--- src/rtl/remap_pkg.sv ---
package remap_pkg;
    localparam int ROW_W  = 4;
    localparam int NSPARE = 2;
    localparam int DATA_W = 8;
    localparam int LSUB   = 4;

    localparam int ROWS    = 1 << ROW_W;
    localparam int PROW_W  = $clog2(ROWS + NSPARE);
    localparam int SIDX_W  = (NSPARE > 1) ? $clog2(NSPARE) : 1;
    localparam int PCOL    = DATA_W + 1;
    localparam int COL_W   = $clog2(PCOL);
    localparam int PSUB    = LSUB + 1;
    localparam int LSUB_W  = (LSUB > 1) ? $clog2(LSUB) : 1;
    localparam int PSUB_W  = $clog2(PSUB);
    localparam int SEL_COL  = NSPARE;
    localparam int SEL_SUB  = NSPARE + 1;
    localparam int SEL_CNT  = NSPARE + 2;
    localparam int SEL_LOCK = NSPARE + 3;
    localparam int SEL_W   = $clog2(NSPARE + 4);

    function automatic int max3(int a, int b, int c);
        int m;
        m = (a > b) ? a : b;
        return (m > c) ? m : c;
    endfunction

    localparam int CFG_W = max3(ROW_W + 1, COL_W + 1, PSUB_W + 1);

    typedef struct packed {
        logic [NSPARE-1:0]            row_vld;
        logic [NSPARE-1:0][ROW_W-1:0] row_adr;
        logic                         col_vld;
        logic [COL_W-1:0]             col;
        logic                         sub_vld;
        logic [PSUB_W-1:0]            sub;
        logic [ROW_W:0]               bad_cnt;
    } repair_cfg_t;
endpackage

--- src/rtl/remap_cfg.sv ---
module remap_cfg
    import remap_pkg::*;
(
    input  logic              clk,
    input  logic              rst,
    input  logic              prog_en,
    input  logic              cfg_we,
    input  logic [SEL_W-1:0]  cfg_sel,
    input  logic [CFG_W-1:0]  cfg_wdata,
    output repair_cfg_t       cfg,
    output logic              locked
);
    logic wr_ok;
    assign wr_ok = cfg_we && prog_en && !locked;

    always_ff @(posedge clk) begin
        if (rst) begin
            cfg    <= '0;
            locked <= 1'b0;
        end else if (wr_ok) begin
            for (int k = 0; k < NSPARE; k++) begin
                if (cfg_sel == SEL_W'(k)) begin
                    cfg.row_vld[k] <= cfg_wdata[ROW_W];
                    cfg.row_adr[k] <= cfg_wdata[ROW_W-1:0];
                end
            end
            if (cfg_sel == SEL_W'(SEL_COL)) begin
                cfg.col_vld <= cfg_wdata[COL_W];
                cfg.col     <= cfg_wdata[COL_W-1:0];
            end
            if (cfg_sel == SEL_W'(SEL_SUB)) begin
                cfg.sub_vld <= cfg_wdata[PSUB_W];
                cfg.sub     <= cfg_wdata[PSUB_W-1:0];
            end
            if (cfg_sel == SEL_W'(SEL_CNT))
                cfg.bad_cnt <= cfg_wdata[ROW_W:0];
            if (cfg_sel == SEL_W'(SEL_LOCK) && cfg_wdata[0])
                locked <= 1'b1;
        end
    end

    // once locked, stays locked and the settings never move
    p_lock_sticky_r8: assert property (@(posedge clk) disable iff (rst)
        locked |=> locked);
    p_locked_frozen_r8: assert property (@(posedge clk) disable iff (rst)
        locked |=> $stable(cfg));
    // nothing changes without program enable
    p_no_write_idle_r2: assert property (@(posedge clk) disable iff (rst)
        !prog_en |=> ($stable(cfg) && $stable(locked)));
endmodule

--- src/rtl/remap_row.sv ---
module remap_row
    import remap_pkg::*;
(
    input  logic              clk,
    input  logic              rst,
    input  repair_cfg_t       cfg,
    input  logic [ROW_W-1:0]  log_row,
    output logic [PROW_W-1:0] phys_row,
    output logic              spare_hit,
    output logic              cfg_err,
    output logic              repair_fail
);
    logic [SIDX_W-1:0] hit_idx;

    // scan downwards so the lowest matching index is the one kept
    always_comb begin
        spare_hit = 1'b0;
        hit_idx   = '0;
        for (int k = NSPARE - 1; k >= 0; k--) begin
            if (cfg.row_vld[k] && cfg.row_adr[k] == log_row) begin
                spare_hit = 1'b1;
                hit_idx   = SIDX_W'(k);
            end
        end
    end

    assign phys_row = spare_hit ? (PROW_W'(ROWS) + PROW_W'(hit_idx))
                                : PROW_W'(log_row);

    always_comb begin
        cfg_err = 1'b0;
        for (int i = 0; i < NSPARE; i++)
            for (int j = i + 1; j < NSPARE; j++)
                if (cfg.row_vld[i] && cfg.row_vld[j] &&
                    cfg.row_adr[i] == cfg.row_adr[j])
                    cfg_err = 1'b1;
    end

    assign repair_fail = cfg.bad_cnt > (ROW_W+1)'(NSPARE);

    // a redirected row lands in the spare region, a normal row never does
    p_hit_in_spare_r3: assert property (@(posedge clk) disable iff (rst)
        spare_hit |-> (phys_row >= PROW_W'(ROWS)));
    p_miss_in_main_r3: assert property (@(posedge clk) disable iff (rst)
        !spare_hit |-> (phys_row < PROW_W'(ROWS)));
endmodule

--- src/rtl/remap_col.sv ---
module remap_col
    import remap_pkg::*;
(
    input  logic              clk,
    input  logic              rst,
    input  repair_cfg_t       cfg,
    input  logic [DATA_W-1:0] wdata,
    input  logic [PCOL-1:0]   phys_rdata,
    output logic [PCOL-1:0]   phys_wdata,
    output logic [DATA_W-1:0] rdata
);
    logic [COL_W-1:0] skip;
    assign skip = (cfg.col_vld && cfg.col <= COL_W'(DATA_W)) ? cfg.col
                                                             : COL_W'(DATA_W);

    for (genvar j = 0; j < PCOL; j++) begin : g_wr
        if (j == 0) begin : g_lo
            assign phys_wdata[0] = (skip == '0) ? 1'b0 : wdata[0];
        end else if (j == DATA_W) begin : g_hi
            assign phys_wdata[j] = (skip == COL_W'(j)) ? 1'b0 : wdata[j-1];
        end else begin : g_mid
            assign phys_wdata[j] = (COL_W'(j) < skip)  ? wdata[j] :
                                   (COL_W'(j) == skip) ? 1'b0     : wdata[j-1];
        end
    end

    for (genvar i = 0; i < DATA_W; i++) begin : g_rd
        assign rdata[i] = (COL_W'(i) < skip) ? phys_rdata[i] : phys_rdata[i+1];
    end

    // every logical bit reaches the array, and the skipped column carries none
    p_ones_kept_r5: assert property (@(posedge clk) disable iff (rst)
        $countones(phys_wdata) == $countones(wdata));
    p_skip_zero_r5: assert property (@(posedge clk) disable iff (rst)
        cfg.col_vld |-> (phys_wdata[skip] == 1'b0));
endmodule

--- src/rtl/remap_sub.sv ---
module remap_sub
    import remap_pkg::*;
(
    input  logic              clk,
    input  logic              rst,
    input  repair_cfg_t       cfg,
    input  logic [LSUB_W-1:0] log_sub,
    output logic [PSUB_W-1:0] phys_sub
);
    logic [PSUB_W-1:0] gone;
    assign gone = (cfg.sub_vld && cfg.sub <= PSUB_W'(LSUB)) ? cfg.sub
                                                            : PSUB_W'(LSUB);

    assign phys_sub = (PSUB_W'(log_sub) < gone) ? PSUB_W'(log_sub)
                                                : PSUB_W'(log_sub) + 1'b1;

    // the mapped-out subarray is never selected and the result stays in range
    p_skip_gone_r6: assert property (@(posedge clk) disable iff (rst)
        cfg.sub_vld |-> (phys_sub != cfg.sub));
    p_sub_range_r6: assert property (@(posedge clk) disable iff (rst)
        phys_sub < PSUB_W'(PSUB));
endmodule

--- src/rtl/remap_top.sv ---
module remap_top
    import remap_pkg::*;
(
    input  logic              clk,
    input  logic              rst,
    input  logic              prog_en,
    input  logic              cfg_we,
    input  logic [SEL_W-1:0]  cfg_sel,
    input  logic [CFG_W-1:0]  cfg_wdata,
    input  logic [LSUB_W-1:0] log_sub,
    input  logic [ROW_W-1:0]  log_row,
    input  logic [DATA_W-1:0] wdata,
    input  logic [PCOL-1:0]   phys_rdata,
    output logic [PSUB_W-1:0] phys_sub,
    output logic [PROW_W-1:0] phys_row,
    output logic [PCOL-1:0]   phys_wdata,
    output logic [DATA_W-1:0] rdata,
    output logic              spare_hit,
    output logic              cfg_err,
    output logic              repair_fail,
    output logic              locked
);
    repair_cfg_t cfg;

    remap_cfg u_cfg (
        .clk(clk), .rst(rst), .prog_en(prog_en), .cfg_we(cfg_we),
        .cfg_sel(cfg_sel), .cfg_wdata(cfg_wdata), .cfg(cfg), .locked(locked)
    );

    remap_row u_row (
        .clk(clk), .rst(rst), .cfg(cfg), .log_row(log_row),
        .phys_row(phys_row), .spare_hit(spare_hit),
        .cfg_err(cfg_err), .repair_fail(repair_fail)
    );

    remap_col u_col (
        .clk(clk), .rst(rst), .cfg(cfg), .wdata(wdata),
        .phys_rdata(phys_rdata), .phys_wdata(phys_wdata), .rdata(rdata)
    );

    remap_sub u_sub (
        .clk(clk), .rst(rst), .cfg(cfg), .log_sub(log_sub), .phys_sub(phys_sub)
    );

    // the flag follows the reported count against the spare supply
    p_fail_needs_cfg_r7: assert property (@(posedge clk) disable iff (rst)
        $rose(repair_fail) |-> $past(cfg_we && prog_en));
endmodule

--- config.mk ---
export PLATFORM = sky130hd
export DESIGN_NAME = remap_top
export DESIGN_NICKNAME = d
export VERILOG_FILES = /design/src/rtl/remap_pkg.sv /design/src/rtl/remap_cfg.sv /design/src/rtl/remap_row.sv /design/src/rtl/remap_col.sv /design/src/rtl/remap_sub.sv /design/src/rtl/remap_top.sv
export SDC_FILE = /design/constraint.sdc
export NUM_CORES = 1
export LEC_CHECK = 0
export CORE_UTILIZATION = 44
export CTS_CLUSTER_DIAMETER = 100
export DETAILED_ROUTE_END_ITERATION = 6
export PLACE_DENSITY = 0.8
export SYNTH_ARGS = -nofsm -noshare
export SYNTH_HDL_FRONTEND = slang
export SYNTH_HIERARCHICAL = 1
export SYNTH_SLANG_ARGS = --single-unit
--- constraint.sdc ---
create_clock -name clk -period 2.3 [get_ports clk]
set_input_delay 0.46 -clock clk [delete_from_list [all_inputs] [get_ports clk]]
set_output_delay 0.46 -clock clk [all_outputs]
set_load 0.01 [all_outputs]
---- Word level (Yosys, flattened, before mapping) ----
Cells that the tools add are included.
operators by class
  $add $sub $neg .......................... 2
  magnitude comparators ................... 12
  equality and inequality tests ........... 16
  muxes and demuxes ....................... 32
  reduce and logical (&&, ||, !) cells .... 18
operators with widths
  kind                   number
  $mux W1                28
  $eq A3 B4 Y1 const A   4
  $lt A3 B4 Y1 const A   4
  $eq A4 B4 Y1           3
  $reduce_and A2 Y1      6
  $logic_and A1 B1 Y1    9
  $eq A2 B4 Y1 const A   2
  $lt A1 B4 Y1 const A   2
  $lt A2 B4 Y1 const A   2
  $eq A3 B2 Y1 const B   2
  $eq A3 B3 Y1 const B   2
  $mux W3                2
  $add A5 B1 Y5 const A  1
  $gt A5 B2 Y1 const B   1
  $mux W5                1
  $eq A1 B4 Y1 const A   1
  $eq A4 B4 Y1 const B   1
  $le A4 B4 Y1 const B   1
  $logic_not A4 Y1       1
  $mux W4                1
  $add A2 B1 Y3 const B  1
  $eq A3 B1 Y1 const B   1
  $le A3 B3 Y1 const B   1
  $logic_not A3 Y1       1
  other kinds (2)        2
storage, ports and cells
  bits in registers ....................... 25
  bits of input ports ..................... 35
  output and inout bits ................... 29
  logic and storage cells ................. 90

---- Depth between registers and ports, before layout ----
  word-level depth ........................ 6
  gate-level depth with buffers ........... 5
  depth with buffers taken out ............ 5

---- By module ----
Netlist, hierarchy kept.
modules (own cells, without submodules)
  module     times used  cells an instance  area an instance (um2)
  remap_cfg  1           97                 1081.0
  remap_col  1           39                 289.0
  remap_row  1           30                 232.7
  remap_sub  1           9                  86.3

---- Worst setup path after synthesis ----
Ideal clock, no wire load.
  kind .................................... input port to output port
  start point ............................. in log_row[3]
  end point ............................... out phys_row[4]
  data arrival time ....................... 1.498 ns
  required time ........................... 1.840 ns
  path slack .............................. 0.342 ns
  cell stages on the path ................. 5
  path buffers ............................ 1
  path through ............................ or2b_1 -> o2111ai_2 -> a2111oi_4 -> or2_1 -> buf_4
RTL lines
  what                 line             text
  start, declared      remap_top.sv:11  input logic [ROW_W-1:0] log_row,
  $eq A4 B4 Y1         remap_row.sv:20  if (cfg.row_vld[k] && cfg.row_adr[k] == log_row) begin
  $logic_and A1 B1 Y1  remap_row.sv:20
  $mux W1              remap_row.sv:20
  $mux W1 *            remap_row.sv:20
  named net spare_hit  remap_top.sv:18  output logic spare_hit,
  $mux W5 *            remap_row.sv:27  assign phys_row = spare_hit ? (PROW_W'(ROWS) + PROW_W'(hit_idx))
  end, declared        remap_top.sv:15  output logic [PROW_W-1:0] phys_row,
The timed path passes the listed nets; every way through them passes the cells marked *.

---- Final worst setup path ----
  start point ............................. reg u_cfg/cfg[7] (netlist name)
  end point ............................... out phys_sub[1]
on the way
  cells in the longest elaborated chain, start to end .. 5
ends and longest elaborated chain
  what                 line             text
  $le A3 B3 Y1         remap_sub.sv:11  assign gone = (cfg.sub_vld && cfg.sub <= PSUB_W'(LSUB)) ? cfg.sub
  $logic_and A1 B1 Y1  remap_sub.sv:11
  $mux W3 *            remap_sub.sv:11
  $lt A2 B3 Y1 *       remap_sub.sv:14  assign phys_sub = (PSUB_W'(log_sub) < gone) ? PSUB_W'(log_sub)
  $mux W3 *            remap_sub.sv:14
  end, declared        remap_top.sv:14  output logic [PSUB_W-1:0] phys_sub,
Mark *: on every way between the ends. The rest lies on a longest branch, timed or not.

==> results.ini <==
[outcome]
status = complete, but fails checks
violations = negative setup slack

[setup_path]
crit_cells = 7
path_delay_family = simple AND/OR/NAND/NOR gates
crit_chain = nand3b_1, ha_1, nor2_2, nor4b_4, buf_4, mux2_4, buf_6
r2r-start = u_cfg/locked$_SDFFE_PP0P_
rr_endpoint = u_cfg/cfg[20]$_SDFFE_PP0P_
slowest_stage = dfxtp_2
cp-start-kind = flip-flop
endpoint_kind = output port
path_class = flip-flop to output port
rrSetupSlack_ns = 0.98
critPathArrivalTime_ns = 1.91
crit_path_start = u_cfg/cfg[7]$_SDFFE_PP0P_
cp_num_buf_inv = 2
cp_max_fo = 2
cpPeakStageDelay_ns = 0.32
rr_worst_depth = 3
worst_ep_required_time_ns = 1.84
endpoint = phys_sub[1]

[power_and_ir_drop]
power.total_w = 0.000913
p_per_area_nw_per_um2 = 353
irDropWorstVdd_v = 0.000288
cellLeakagePower_nw = 1.16

[final_layout]
seqCellArea_um2 = 514
fin_cells = 302
areaGrowthSynthToFinish_pct = 53.2
layout.nets = 292
final.fill_count = 270
antenna_cells = 0
drive_gt1_frac = 0.248
multi_input_area_um2 = 1180

[sta]
tightest_slew_ns = 0.494
skew_ns = 0.00267
maxSlewViolCount = 0
rsz0062_at_grt = true
max_freq_ghz = 0.422
relSlewSlack = 0.668
fin_ws_ns = -0.0716
finalHoldViolations = 0
fin_tns_setup_ns = -0.0716
finalSetupViolCount = 1
fin_crit_ns = 2.37
post-route-period-util = 1.03

[yosys]
ys_seq_area_frac = 0.296
synthTopCellsByArea = dfxtp_1 30%, mux2i_1 14%, nand2b_1 11%, mux2_1 4.0%, xor2_1 3.1%
synth-compound-area-share = 0.0874
synth_nets = 212
ys_warn_count = 6
synth_most_common_cell = nand2b_1
synth-edff-count = 0
ys_ff_latch = 25
synth_area_per_cell_um2 = 9.65
synth_fa_ha_area_frac = 0.0148
synth.cell_area_um2 = 1690
synth_flop_cell = dfxtp_1
synth.top_cell.area_share = 0.296
synth_top_family_by_area = simple AND/OR/NAND/NOR gates
synthMuxAreaShare = 0.204
synth_common_cells = 31 x nand2b_1, 25 x dfxtp_1, 24 x mux2i_1
synth.distinct_cells = 50
synth_simple_gate_area_frac = 0.313
synth_top_area_cell = dfxtp_1
yosys.area_share.xor_xnor = 0.0363
synthCells = 175
synthArstFlopShare = 0

[routing]
antenna_left = 0
vias = 1508
post_drt_wl_per_cell_um = 13.2
firstDrtPassIters = 4
drc = 0
wirelength_um = 3980
viasPerCell = 4.99
drt_iter0_drc = 52

[placement]
place.gp.congestion = 0.750
place_inst = 296
dpl.hpwl_um = 3030
io_buffers = 63

[global_routing]
track_usage = 0.208
grt_pass1_vias = 1495
antenna_found_initial = 0
grt_pass1_wl_um = 6900
grt.overflow.total = 0
grt_max_degree = 14

[clock_tree]
cts_max_path_buffers = 2
clkSlewWorstSetupHoldPaths_ns = 0.08
htreeDepth = 1
cts_tree = done
cts-root-buf = clkbuf_8
ctsHoldBuffers = 0
cts.sinks = 25
cts_buffers = 3
clk_latency_ns = 0.26

[job]
drv_cap = 0

[floorplan]
initial_core_util = 0.461
io_pins = 64
rows = 22
die_area_um2 = 4090
die_h_um = 64.0
dieWidth_um = 64.0
core_area_um2 = 3660

[min_path]
hp-class = flip-flop to flip-flop

[per-stage QoR]
stage	utilization	hold slack, ns	instance area, um2	setup WS (ns)
2_1_floorplan	-	0.448	1690	0.342
3_3_place_gp	0.672	0.466	2460	-0.513
3_5_place_dp	0.672	0.470	2460	-0.540
4_1_cts	0.699	0.484	2560	-0.0877
5_1_grt	0.707	0.518	2590	-0.145
6_report	0.707	0.481	2590	-0.0716
[area by class of cell]
type                    count  share of cell area
inverters                   7              0.0102
multi-input cells         135               0.456
well taps                  48              0.0232
flip-flops and latches     25               0.199
repair buffers             83               0.295
clock buffers               4              0.0174
[state kept, by name, indices dropped and copies added (netlist names)]
name / flops
u_cfg/cfg: 24
u_cfg/locked: 1
[layout by cell type (no fill, tap or decap), types with 2 or more instances in the layout]
master	instances
mux2_4	2
dfxtp_4	2
nand2b_1	30
nor4_4	2
buf_6	4
buf_4	18
nand2_1	12
dlygate4sd2_1	6
xor2_2	2
clkbuf_8	3
a32o_1	3
nor3_1	3
inv_1	6
or2b_1	2
mux2i_1	24
ha_1	2
xor2_1	4
dlymetal6s2s_1	6
nand3_1	4
nand2b_4	3
and2_1	2
buf_2	7
dfxtp_2	5
mux2_1	6
dfxtp_1	18
nor2b_1	4
clkdlybuf4s50_1	42
[how the worst min path moves through the flow]
stage | slack, ns | startpoint | endpoint | cells past startpoint
floorplan | 0.45 | u_cfg/cfg[5]$_SDFFE_PP0P_ | u_cfg/cfg[5]$_SDFFE_PP0P_ | 2
detailed placement | 0.47 | u_cfg/cfg[1]$_SDFFE_PP0P_ | u_cfg/cfg[1]$_SDFFE_PP0P_ | 2
global placement | 0.47 | u_cfg/cfg[3]$_SDFFE_PP0P_ | u_cfg/cfg[3]$_SDFFE_PP0P_ | 2
global route | 0.52 | u_cfg/cfg[3]$_SDFFE_PP0P_ | u_cfg/cfg[3]$_SDFFE_PP0P_ | 2
finish | 0.48 | u_cfg/cfg[2]$_SDFFE_PP0P_ | u_cfg/cfg[2]$_SDFFE_PP0P_ | 2
CTS | 0.48 | u_cfg/cfg[3]$_SDFFE_PP0P_ | u_cfg/cfg[3]$_SDFFE_PP0P_ | 2
[tightest hold or removal path: stages, from the launching register on]
cell and delay, ns:
dfxtp_1 0.32, nand2b_1 0.06, mux2i_1 0.06
[what timing repair did]
action                                  4_1_cts  5_1_grt
endpoints found under the setup margin       16       11
pin swaps                                     8        6
resized for setup                            61       14
setup buffers                                 3        1
[metal layers]
layer / up-vias / wire length, um / track usage
met3: 2 / 196 / 0.0214
met1: 693 / 1790 / 0.262
met4: 0 / 21 / 0.0455
met5: - / 0 / 0
li1: 772 / - / -
met2: 41 / 1980 / 0.378
[report_power, final]
part / internal [W] / leakage [nW] / total, W / switching, W
sequential: 0.000436 / 0.206 / 0.000442 / 0.00000602
clock: 0.000123 / 0.0228 / 0.000248 / 0.000125
combinational: 0.000136 / 0.932 / 0.000222 / 0.0000862
total: 0.000696 / 1.16 / 0.000913 / 0.000217
[logic make-up after synthesis]
logic type	Yosys count
compound gates	15
fa+ha+maj	2
simple gates	78
mux	33
buf+inv	15
flops	25
xor+xnor	7
Power figures use the tool's default switching activity.
